--- config.mk ---
export PLATFORM = sky130hd
export DESIGN_NAME = ring_scrubber
export DESIGN_NICKNAME = d
export VERILOG_FILES = /design/src/rtl/ring_scrub_pkg.sv /design/src/rtl/ring_scrub_framer.sv /design/src/rtl/ring_scrub_crc.sv /design/src/rtl/ring_scrub_sat_cnt.sv /design/src/rtl/ring_scrubber.sv
export SDC_FILE = /design/constraint.sdc
export NUM_CORES = 1
export LEC_CHECK = 0
export BUFFER_PORTS_ARGS = -buffer_cell sky130_fd_sc_hd__buf_4
export CAP_MARGIN = 20
export CORE_AREA = 2 2 89 91
export DETAILED_ROUTE_END_ITERATION = 7
export DIE_AREA = 0 0 91 93
export MAX_ROUTING_LAYER = met4
export PLACE_DENSITY = 0.76
export REMOVE_ABC_BUFFERS = 1
export SETUP_SLACK_MARGIN = 0.2
export SLEW_MARGIN = 20
export SYNTH_ARGS = -nofsm -noshare
export SYNTH_HDL_FRONTEND = slang
export SYNTH_SLANG_ARGS = --single-unit
--- constraint.sdc ---
create_clock -name clk -period 2.72 [get_ports clk]
set_clock_uncertainty 0.2 [all_clocks]
set_input_delay 0.136 -clock clk [delete_from_list [all_inputs] [get_ports clk]]
set_output_delay 0.136 -clock clk [all_outputs]
set_load 0.005 [all_outputs]
--- src/rtl/ring_scrub_pkg.sv ---
package ring_scrub_pkg;
   typedef enum logic [1:0] {
      PH_IDLE = 2'd0,
      PH_BODY = 2'd1,
      PH_TAIL = 2'd2
   } scrub_phase_e;
endpackage

--- src/rtl/ring_scrub_framer.sv ---
module ring_scrub_framer
   import ring_scrub_pkg::*;
#(
   parameter int TAIL_LEN = 4
) (
   input  logic clk,
   input  logic rst_n,
   input  logic flag_i,
   output logic hdr_o,
   output logic chk_o,
   output logic pkt_o
);
   localparam int TW = $clog2(TAIL_LEN + 1);
   localparam logic [TW-1:0] LAST_IDX = TW'(TAIL_LEN - 1);

   scrub_phase_e ph_q, ph_d;
   logic [TW-1:0] tcnt_q, tcnt_d;

   always_comb begin
      ph_d   = ph_q;
      tcnt_d = tcnt_q;
      hdr_o  = 1'b0;
      chk_o  = 1'b0;
      pkt_o  = 1'b0;
      unique case (ph_q)
         PH_IDLE: begin
            if (flag_i) begin
               hdr_o = 1'b1;
               pkt_o = 1'b1;
               ph_d  = PH_BODY;
            end
         end
         PH_BODY: begin
            pkt_o = 1'b1;
            if (!flag_i) begin
               if (TAIL_LEN == 1) begin
                  chk_o = 1'b1;
                  ph_d  = PH_IDLE;
               end else begin
                  ph_d   = PH_TAIL;
                  tcnt_d = TW'(1);
               end
            end
         end
         PH_TAIL: begin
            pkt_o = 1'b1;
            if (tcnt_q == LAST_IDX) begin
               chk_o = 1'b1;
               ph_d  = PH_IDLE;
            end else begin
               tcnt_d = tcnt_q + TW'(1);
            end
         end
         default: ph_d = PH_IDLE;
      endcase
   end

   always_ff @(posedge clk or negedge rst_n) begin
      if (!rst_n) begin
         ph_q   <= PH_IDLE;
         tcnt_q <= '0;
      end else begin
         ph_q   <= ph_d;
         tcnt_q <= tcnt_d;
      end
   end
endmodule

--- src/rtl/ring_scrub_crc.sv ---
module ring_scrub_crc #(
   parameter int              W    = 16,
   parameter logic [W-1:0]    POLY = 16'h1021,
   parameter logic [W-1:0]    SEED = 16'hFFFF
) (
   input  logic         clk,
   input  logic         rst_n,
   input  logic         start_i,
   input  logic         adv_i,
   input  logic [W-1:0] din_i,
   output logic [W-1:0] crc_o
);
   logic [W-1:0] crc_q;
   logic [W-1:0] chain [0:W];

   assign chain[0] = start_i ? SEED : crc_q;

   for (genvar b = 0; b < W; b++) begin : g_bit
      logic fb;
      assign fb         = chain[b][W-1] ^ din_i[W-1-b];
      assign chain[b+1] = {chain[b][W-2:0], 1'b0} ^ ({W{fb}} & POLY);
   end

   always_ff @(posedge clk or negedge rst_n) begin
      if (!rst_n)     crc_q <= SEED;
      else if (adv_i) crc_q <= chain[W];
   end

   assign crc_o = crc_q;
endmodule

--- src/rtl/ring_scrub_sat_cnt.sv ---
module ring_scrub_sat_cnt #(
   parameter int CNT_W = 8
) (
   input  logic             clk,
   input  logic             rst_n,
   input  logic             inc_i,
   output logic [CNT_W-1:0] cnt_o
);
   localparam logic [CNT_W-1:0] TOP = '1;
   logic [CNT_W-1:0] cnt_q;

   always_ff @(posedge clk or negedge rst_n) begin
      if (!rst_n)                     cnt_q <= '0;
      else if (inc_i && cnt_q != TOP) cnt_q <= cnt_q + CNT_W'(1);
   end

   assign cnt_o = cnt_q;
endmodule

--- src/rtl/ring_scrubber.sv ---
module ring_scrubber #(
   parameter int                 SYM_W    = 16,
   parameter int                 DEST_W   = 6,
   parameter int                 MARK_BIT = 15,
   parameter int                 TAIL_LEN = 4,
   parameter int                 CNT_W    = 8,
   parameter logic [SYM_W-1:0]   IDLE_SYM = '0,
   parameter logic [SYM_W-1:0]   CRC_POLY = 16'h1021,
   parameter logic [SYM_W-1:0]   CRC_SEED = 16'hFFFF
) (
   input  logic                   clk,
   input  logic                   rst_n,
   input  logic                   scrub_en_i,
   input  logic [SYM_W-1:0]       sym_i,
   input  logic                   flag_i,
   input  logic [(1<<DEST_W)-1:0] dest_valid_i,
   output logic [SYM_W-1:0]       sym_o,
   output logic                   flag_o,
   output logic [CNT_W-1:0]       drop_cnt_o
);
   localparam logic [SYM_W-1:0] MARK_MASK = SYM_W'(1) << MARK_BIT;

   if (MARK_BIT >= SYM_W || MARK_BIT < DEST_W) begin : g_bad_mark
      $error("ring_scrubber: MARK_BIT must sit above the destination field and inside the symbol");
   end
   if (TAIL_LEN < 1) begin : g_bad_tail
      $error("ring_scrubber: TAIL_LEN must be at least 1");
   end
   if (CNT_W < 1) begin : g_bad_cnt
      $error("ring_scrubber: CNT_W must be at least 1");
   end

   logic hdr, chk_pos, in_pkt;
   logic drop_now, drop_q, cur_drop;
   logic [SYM_W-1:0] sym_mod, crc_val;

   ring_scrub_framer #(.TAIL_LEN(TAIL_LEN)) u_frm (
      .clk    (clk),
      .rst_n  (rst_n),
      .flag_i (flag_i),
      .hdr_o  (hdr),
      .chk_o  (chk_pos),
      .pkt_o  (in_pkt)
   );

   assign drop_now = scrub_en_i && hdr && sym_i[MARK_BIT]
                     && !dest_valid_i[sym_i[DEST_W-1:0]];
   assign cur_drop = hdr ? drop_now : drop_q;
   assign sym_mod  = hdr ? (sym_i | MARK_MASK) : sym_i;

   always_ff @(posedge clk or negedge rst_n) begin
      if (!rst_n)   drop_q <= 1'b0;
      else if (hdr) drop_q <= drop_now;
   end

   ring_scrub_crc #(.W(SYM_W), .POLY(CRC_POLY), .SEED(CRC_SEED)) u_crc (
      .clk     (clk),
      .rst_n   (rst_n),
      .start_i (hdr),
      .adv_i   (in_pkt && !chk_pos),
      .din_i   (sym_mod),
      .crc_o   (crc_val)
   );

   ring_scrub_sat_cnt #(.CNT_W(CNT_W)) u_cnt (
      .clk   (clk),
      .rst_n (rst_n),
      .inc_i (drop_now),
      .cnt_o (drop_cnt_o)
   );

   always_ff @(posedge clk or negedge rst_n) begin
      if (!rst_n) begin
         sym_o  <= '0;
         flag_o <= 1'b0;
      end else if (!scrub_en_i) begin
         sym_o  <= sym_i;
         flag_o <= flag_i;
      end else if (in_pkt && cur_drop) begin
         sym_o  <= IDLE_SYM;
         flag_o <= 1'b0;
      end else if (chk_pos) begin
         sym_o  <= crc_val;
         flag_o <= flag_i;
      end else begin
         sym_o  <= sym_mod;
         flag_o <= flag_i;
      end
   end
endmodule

# Word level (Yosys, flattened, before mapping)
# Cells that the tools add are included.
# totals
ff_bits,47
inputBits,84
output_inout_bits,25
wordCells,85
# classes
addsub,2
magnitude_cmp,1
n_eq_ne,8
n_mux,22
n_bitwise,32
n_reduce_logical,13
# op_table
operator,n
$xor 16x13->16,16
$mux 16,5
$xor 1x1->1,16
$add 8x1->8 const B,1
$mux 1,8
$ne 8x8->1 const B,1
$lt 6x7->1 const B,1
$bmux 1 s6,1
$logic_and 1x1->1,6
$mux 2,3
$mux 3,2
$ne 2x2->1 const B,3
$pmux 2 s3,1
$pmux 3 s2,1
$reduce_and 3->1,2
$add 3x1->3 const B,1
$eq 3x2->1 const B,1
$eq 2x1->1 const B,1
$eq 2x2->1 const B,1
$logic_not 1->1,2
$logic_not 2->1,1
$ne 2x1->1 const B,1
$pmux 1 s2,1
$reduce_bool 2->1,1
$reduce_or 2->1,1

# Depth between registers and ports, before layout
# depth
depth_word,35
ltp_mapped,12
mapped_depth_nobuf,9

# Cells and area by module
# Synthesis repeated with hierarchy kept, for this count alone.
# unflattened
hier_cells,332
area_unflattened_um2,3893.7
# by_module_without_submodules
module,n_inst,cells_each,area_per_inst_um2,seq_area_each_um2
ring_scrubber,1,129,1602.8,450.4
ring_scrub_crc,1,134,1493.9,420.4
ring_scrub_sat_cnt,1,34,407.9,200.2
ring_scrub_framer,1,35,389.1,125.1

# Worst setup path after synthesis
# No wires, ideal clock.
# synth_timing
kind,register -> register
from,"register u_crc.crc_q[15], in the netlist u_crc.crc_o[15]"
to,"register u_crc.crc_q[12], in the netlist u_crc.crc_o[12]"
setup_time_ps,87
arrival_time_ps,2536
required_time_ps,2433
setup_slack_ps,-104
path_stages_with_launch,9
path_buffers,1
synth_period_minus_slack_ps,2824
cell_sequence,dfstp_2 > clkbuf_1 > xor2_1 > mux2i_1 > xor2_1 > xnor3_1 > xnor3_1 > o21ai_0 > a22oi_1
# synth_between
elab_chain_len,20
# synth_rtl
item,line_no,text
start: declaration,ring_scrub_crc.sv:13,logic [W-1:0] crc_q;
start signal: assignment,ring_scrub_crc.sv:26,else if (adv_i) crc_q <= chain[W];
$mux 16 (*),ring_scrub_crc.sv:16,assign chain[0] = start_i ? SEED : crc_q;
$xor 1x1->1 (*),ring_scrub_crc.sv:20,assign fb = chain[b][W-1] ^ din_i[W-1-b];
$xor 16x13->16 (*) (4 in a row),ring_scrub_crc.sv:21,"assign chain[b+1] = {chain[b][W-2:0], 1'b0} ^ ({W{fb}} & POLY);"
$xor 1x1->1 or $xor 16x13->16 (tied branches),"ring_scrub_crc.sv:20, ring_scrub_crc.sv:21",
$xor 16x13->16 (*) (4 in a row),ring_scrub_crc.sv:21,
$xor 1x1->1 or $xor 16x13->16 (tied branches),"ring_scrub_crc.sv:20, ring_scrub_crc.sv:21",
$xor 16x13->16 (*) (8 in a row),ring_scrub_crc.sv:21,
# Every way passes the cells marked *; elsewhere a longest branch is shown, timed or not.
# A chain may end at the register's enable or synchronous reset.

# Worst setup path in the final report
# layout_timing
from,"register u_crc.crc_q[11], in the netlist u_crc.crc_o[11]"
to,"register u_crc.crc_q[12], in the netlist u_crc.crc_o[12]"
# layout_between
elab_chain_len,19
# layout_rtl
item,line_no
$mux 16 (*),ring_scrub_crc.sv:16
$xor 16x13->16 (*) (4 in a row),ring_scrub_crc.sv:21
$xor 1x1->1 (*),ring_scrub_crc.sv:20
$xor 16x13->16 (*) (4 in a row),ring_scrub_crc.sv:21
$xor 1x1->1 or $xor 16x13->16 (tied branches),"ring_scrub_crc.sv:20, ring_scrub_crc.sv:21"
$xor 16x13->16 (*) (8 in a row),ring_scrub_crc.sv:21
# Marked as above.

==> results_dict.tcl <==
set metrics [dict create \
    outcome "completed" \
    num_rows 32 \
    fin_area_um2 5062 \
    routedWlPerCell_um 16.04 \
    io_pins 109 \
    synth_top_family_by_area "XOR/XNOR gates" \
    globalplace.congestion 0.8279 \
    grt.overflow.total 0 \
    fmax_mhz 387.2 \
    rsz0062_at_grt "yes" \
    grt_usage_pct 23.52 \
    setup_viol 0 \
    grt_start_max_net_pins 48 \
    p_leak_nw 2.367 \
    hold_violations 0 \
    viasPerCell 5.330 \
    synth_area_um2 3442 \
    cts.sinks 47 \
    port_buffers 108 \
    min_path_cells 4 \
    synth.area.mux_share_pct 14.61 \
    hp-class "input port to flip-flop" \
    yosys_warnings 0 \
    yosysMostFrequentCell "nand2_1" \
    first_iter_violations 173 \
    cellPowerDensity_nw_per_um2 1351 \
    hp-start "sym_i[15]" \
    layout-drive-gt1-share_pct 43.33 \
    max-slew-margin-rel_pct 55.11 \
    vdd_drop_max_uv 605.1 \
    synth_compound_area_share_pct 11.27 \
    first_global_vias 3405 \
    syn-instance-count 355 \
    h-tree-depth 2 \
    routed_wl_mm 9.819 \
    ys_ff_latch 47 \
    slew_violations 0 \
    synth_ff_type "dfrtp_1" \
    synthTopCellsByCount "nand2_1 (69), xnor2_1 (32), dfrtp_1 (31), a21oi_1 (24), nor2_1 (19)" \
    cts-root-buf "clkbuf_8" \
    cp_max_fo 4 \
    synth_cell_type_count 49 \
    avgSynthCellArea_um2 9.696 \
    end_kind "flip-flop" \
    whs_ns 0.1204 \
    drtAntennaViolNets 0 \
    worstPathRequired_ns 2.75 \
    num_vias 3262 \
    clock_path_buffers 2 \
    start_util_pct 45.73 \
    finalCritPeriodShare_pct 94.96 \
    maxCapViolations 0 \
    dieArea_um2 8463 \
    cts_buffers 5 \
    start_kind "flip-flop" \
    tightest_slew_ns 0.6734 \
    nets 602 \
    synthSimpleGateAreaFrac_pct 15.96 \
    firstDrtPassIters 4 \
    synth_edf_count 0 \
    synth_area_leader_cell "dfrtp_1" \
    min_period_ns 2.583 \
    insertion_delay_ns 0.31 \
    synth_top_area_share_pct 22.54 \
    seq_area_frac_synth_pct 34.75 \
    synth-xor-area-share_pct 16.43 \
    arrival_ns 2.61 \
    ff2ff_setup_slack_ns 0.14 \
    path_class "flip-flop to flip-flop" \
    grt_pass1_wl_mm 15.71 \
    reg2regPathDepth 9 \
    ys_async_sr_fraction_pct 100.0 \
    dieHeight_um 93 \
    diodes 0 \
    core_area_um2 7527 \
    rr_startpoint "u_crc.crc_o[11]$_DFFE_PN1P_" \
    syn_to_final_growth_pct 47.07 \
    min_to "u_crc.crc_o[15]$_DFFE_PN1P_" \
    place_area_um2 4486 \
    synth_fa_ha_area_share_pct 3.272 \
    reg2reg_to "u_crc.crc_o[12]$_DFFE_PN1P_" \
    synth_area_leaders "dfrtp_1 (23%), dfstp_2 (12%), mux4_2 (9.8%)" \
    path_clk_slew_ns 0.09 \
    hpwl_mm 6.959 \
    fp.dieW_um 91 \
    cts_tree "built" \
    num-fill-cells 616 \
    drc 0 \
    antenna_found_initial 0 \
]
## what timing repair did
action                                  4_1_cts  5_1_grt
setup buffers                                 4       10
hold buffers                                 18        0
endpoints found under the setup margin       12       15
hold endpoints to repair                     47        0
pin swaps                                     4       17
gates resized for setup                      13       23
gates cloned                                  0        0
## power breakdown
| part | leakage [nW] | total [mW] | switching, mW | internal, mW |
|---|---|---|---|---|
| logic | 1.75 | 4.92 | 2.30 | 2.62 |
| registers | 0.551 | 1.30 | 0.227 | 1.07 |
| clock network | 0.0644 | 0.616 | 0.250 | 0.367 |
| total | 2.37 | 6.84 | 2.78 | 4.06 |
## how the worst max path moves through the flow
stage | slack (ns) | start | to | depth (start not counted)
2_1_floorplan | -0.20 | u_frm.ph_q[0]$_DFFE_PN0P_ | u_crc.crc_o[12]$_DFFE_PN1P_ | 9
3_3_place_gp | -0.02 | u_crc.crc_o[11]$_DFFE_PN1P_ | u_crc.crc_o[15]$_DFFE_PN1P_ | 7
5_1_grt | 0.04 | u_crc.crc_o[11]$_DFFE_PN1P_ | u_crc.crc_o[12]$_DFFE_PN1P_ | 9
4_1_cts | 0.15 | u_crc.crc_o[15]$_DFFE_PN1P_ | u_crc.crc_o[12]$_DFFE_PN1P_ | 7
6_report | 0.14 | u_crc.crc_o[11]$_DFFE_PN1P_ | u_crc.crc_o[12]$_DFFE_PN1P_ | 9
3_5_place_dp | -0.12 | u_crc.crc_o[11]$_DFFE_PN1P_ | u_crc.crc_o[15]$_DFFE_PN1P_ | 7
## layout by cell type (no fill, tap or decap), types with 2 or more instances in the layout
cell and count:
a21boi_0 3, a21oi_1 23, a22oi_1 3, a2bb2oi_1 2, a31oi_1 3, and3_1 3, buf_4 145, buf_6 3
bufinv_16 2, clkbuf_8 5, dfrtp_1 31, dfstp_2 16, dlygate4sd3_1 18, ha_1 8, inv_1 8, inv_2 2
mux2_2 3, mux2i_1 11, mux4_2 15, nand2_1 69, nand3_1 12, nand3b_1 2, nor2_1 16, nor2_4 2
nor2b_1 3, nor3_1 2, o21ai_0 13, o21ai_1 3, or2_2 2, or4_1 2, xnor2_1 26, xnor2_2 6
xnor3_2 4, xor2_1 13, xor2_2 3
## logic make-up (layout without fill, tap and decap cells)
group	Yosys count	count (layout)
fa+ha+maj	9	9
simple gates	123	123
mux	31	31
flops	47	47
xor+xnor	55	55
compound gates	61	61
buf+inv	29	184
## layer usage
metal	vias to the layer above	GRT usage, %	part of all wire [%]
li1	1535	-	-
met1	1573	28.85	40
met2	138	42.41	53
met3	16	2.095	6.0
met4	0	5.682	1.4
met5	-	-	0
## area by class of cell
class	instances	area, um2	share of cell area [%]
repair buffers	166	1303	25.73
flip-flops and latches	47	1196	23.63
multi-input cells	279	2262	44.69
clock buffers	5	68.82	1.359
clock inverters	3	67.56	1.335
inverters	10	37.54	0.7415
well taps	102	127.6	2.521
## metrics by stage
| step | TNS (ns) | total power, mW | worst slack [ns] | util (%) | instances |
|---|---|---|---|---|---|
| after floorplan | -0.3931 | 3.885 | -0.1967 | - | 336 |
| final | 0 | 6.841 | 0.1371 | 67.25 | 612 |
| after global routing | 0 | 7.321 | 0.04291 | 67.25 | 612 |
| after CTS | 0 | 6.248 | 0.1495 | 64.91 | 602 |
| after global placement | -0.01526 | 5.104 | -0.01526 | 59.59 | 572 |
| after detailed placement | -0.1236 | 5.250 | -0.1236 | 59.59 | 572 |
## state kept, by name (all words and copies together) (netlist names)
register,flops
u_frm.ph_q,2
drop_q,1
sym_o,16
u_frm.tcnt_q,3
u_crc.crc_o,16
flag_o,1
u_cnt.cnt_o,8
## worst max-delay path, cell delays in order (launching register included)
cell and delay, ns:
dfstp_2 0.58, xor3_2 0.38, xnor2_2 0.18, nor2_4 0.18, xor2_4 0.23, buf_6 0.14, buf_6 0.10, xnor3_1 0.31
o21ai_1 0.14, a22oi_1 0.08
No activity file was read; power rests on OpenSTA's default activity.
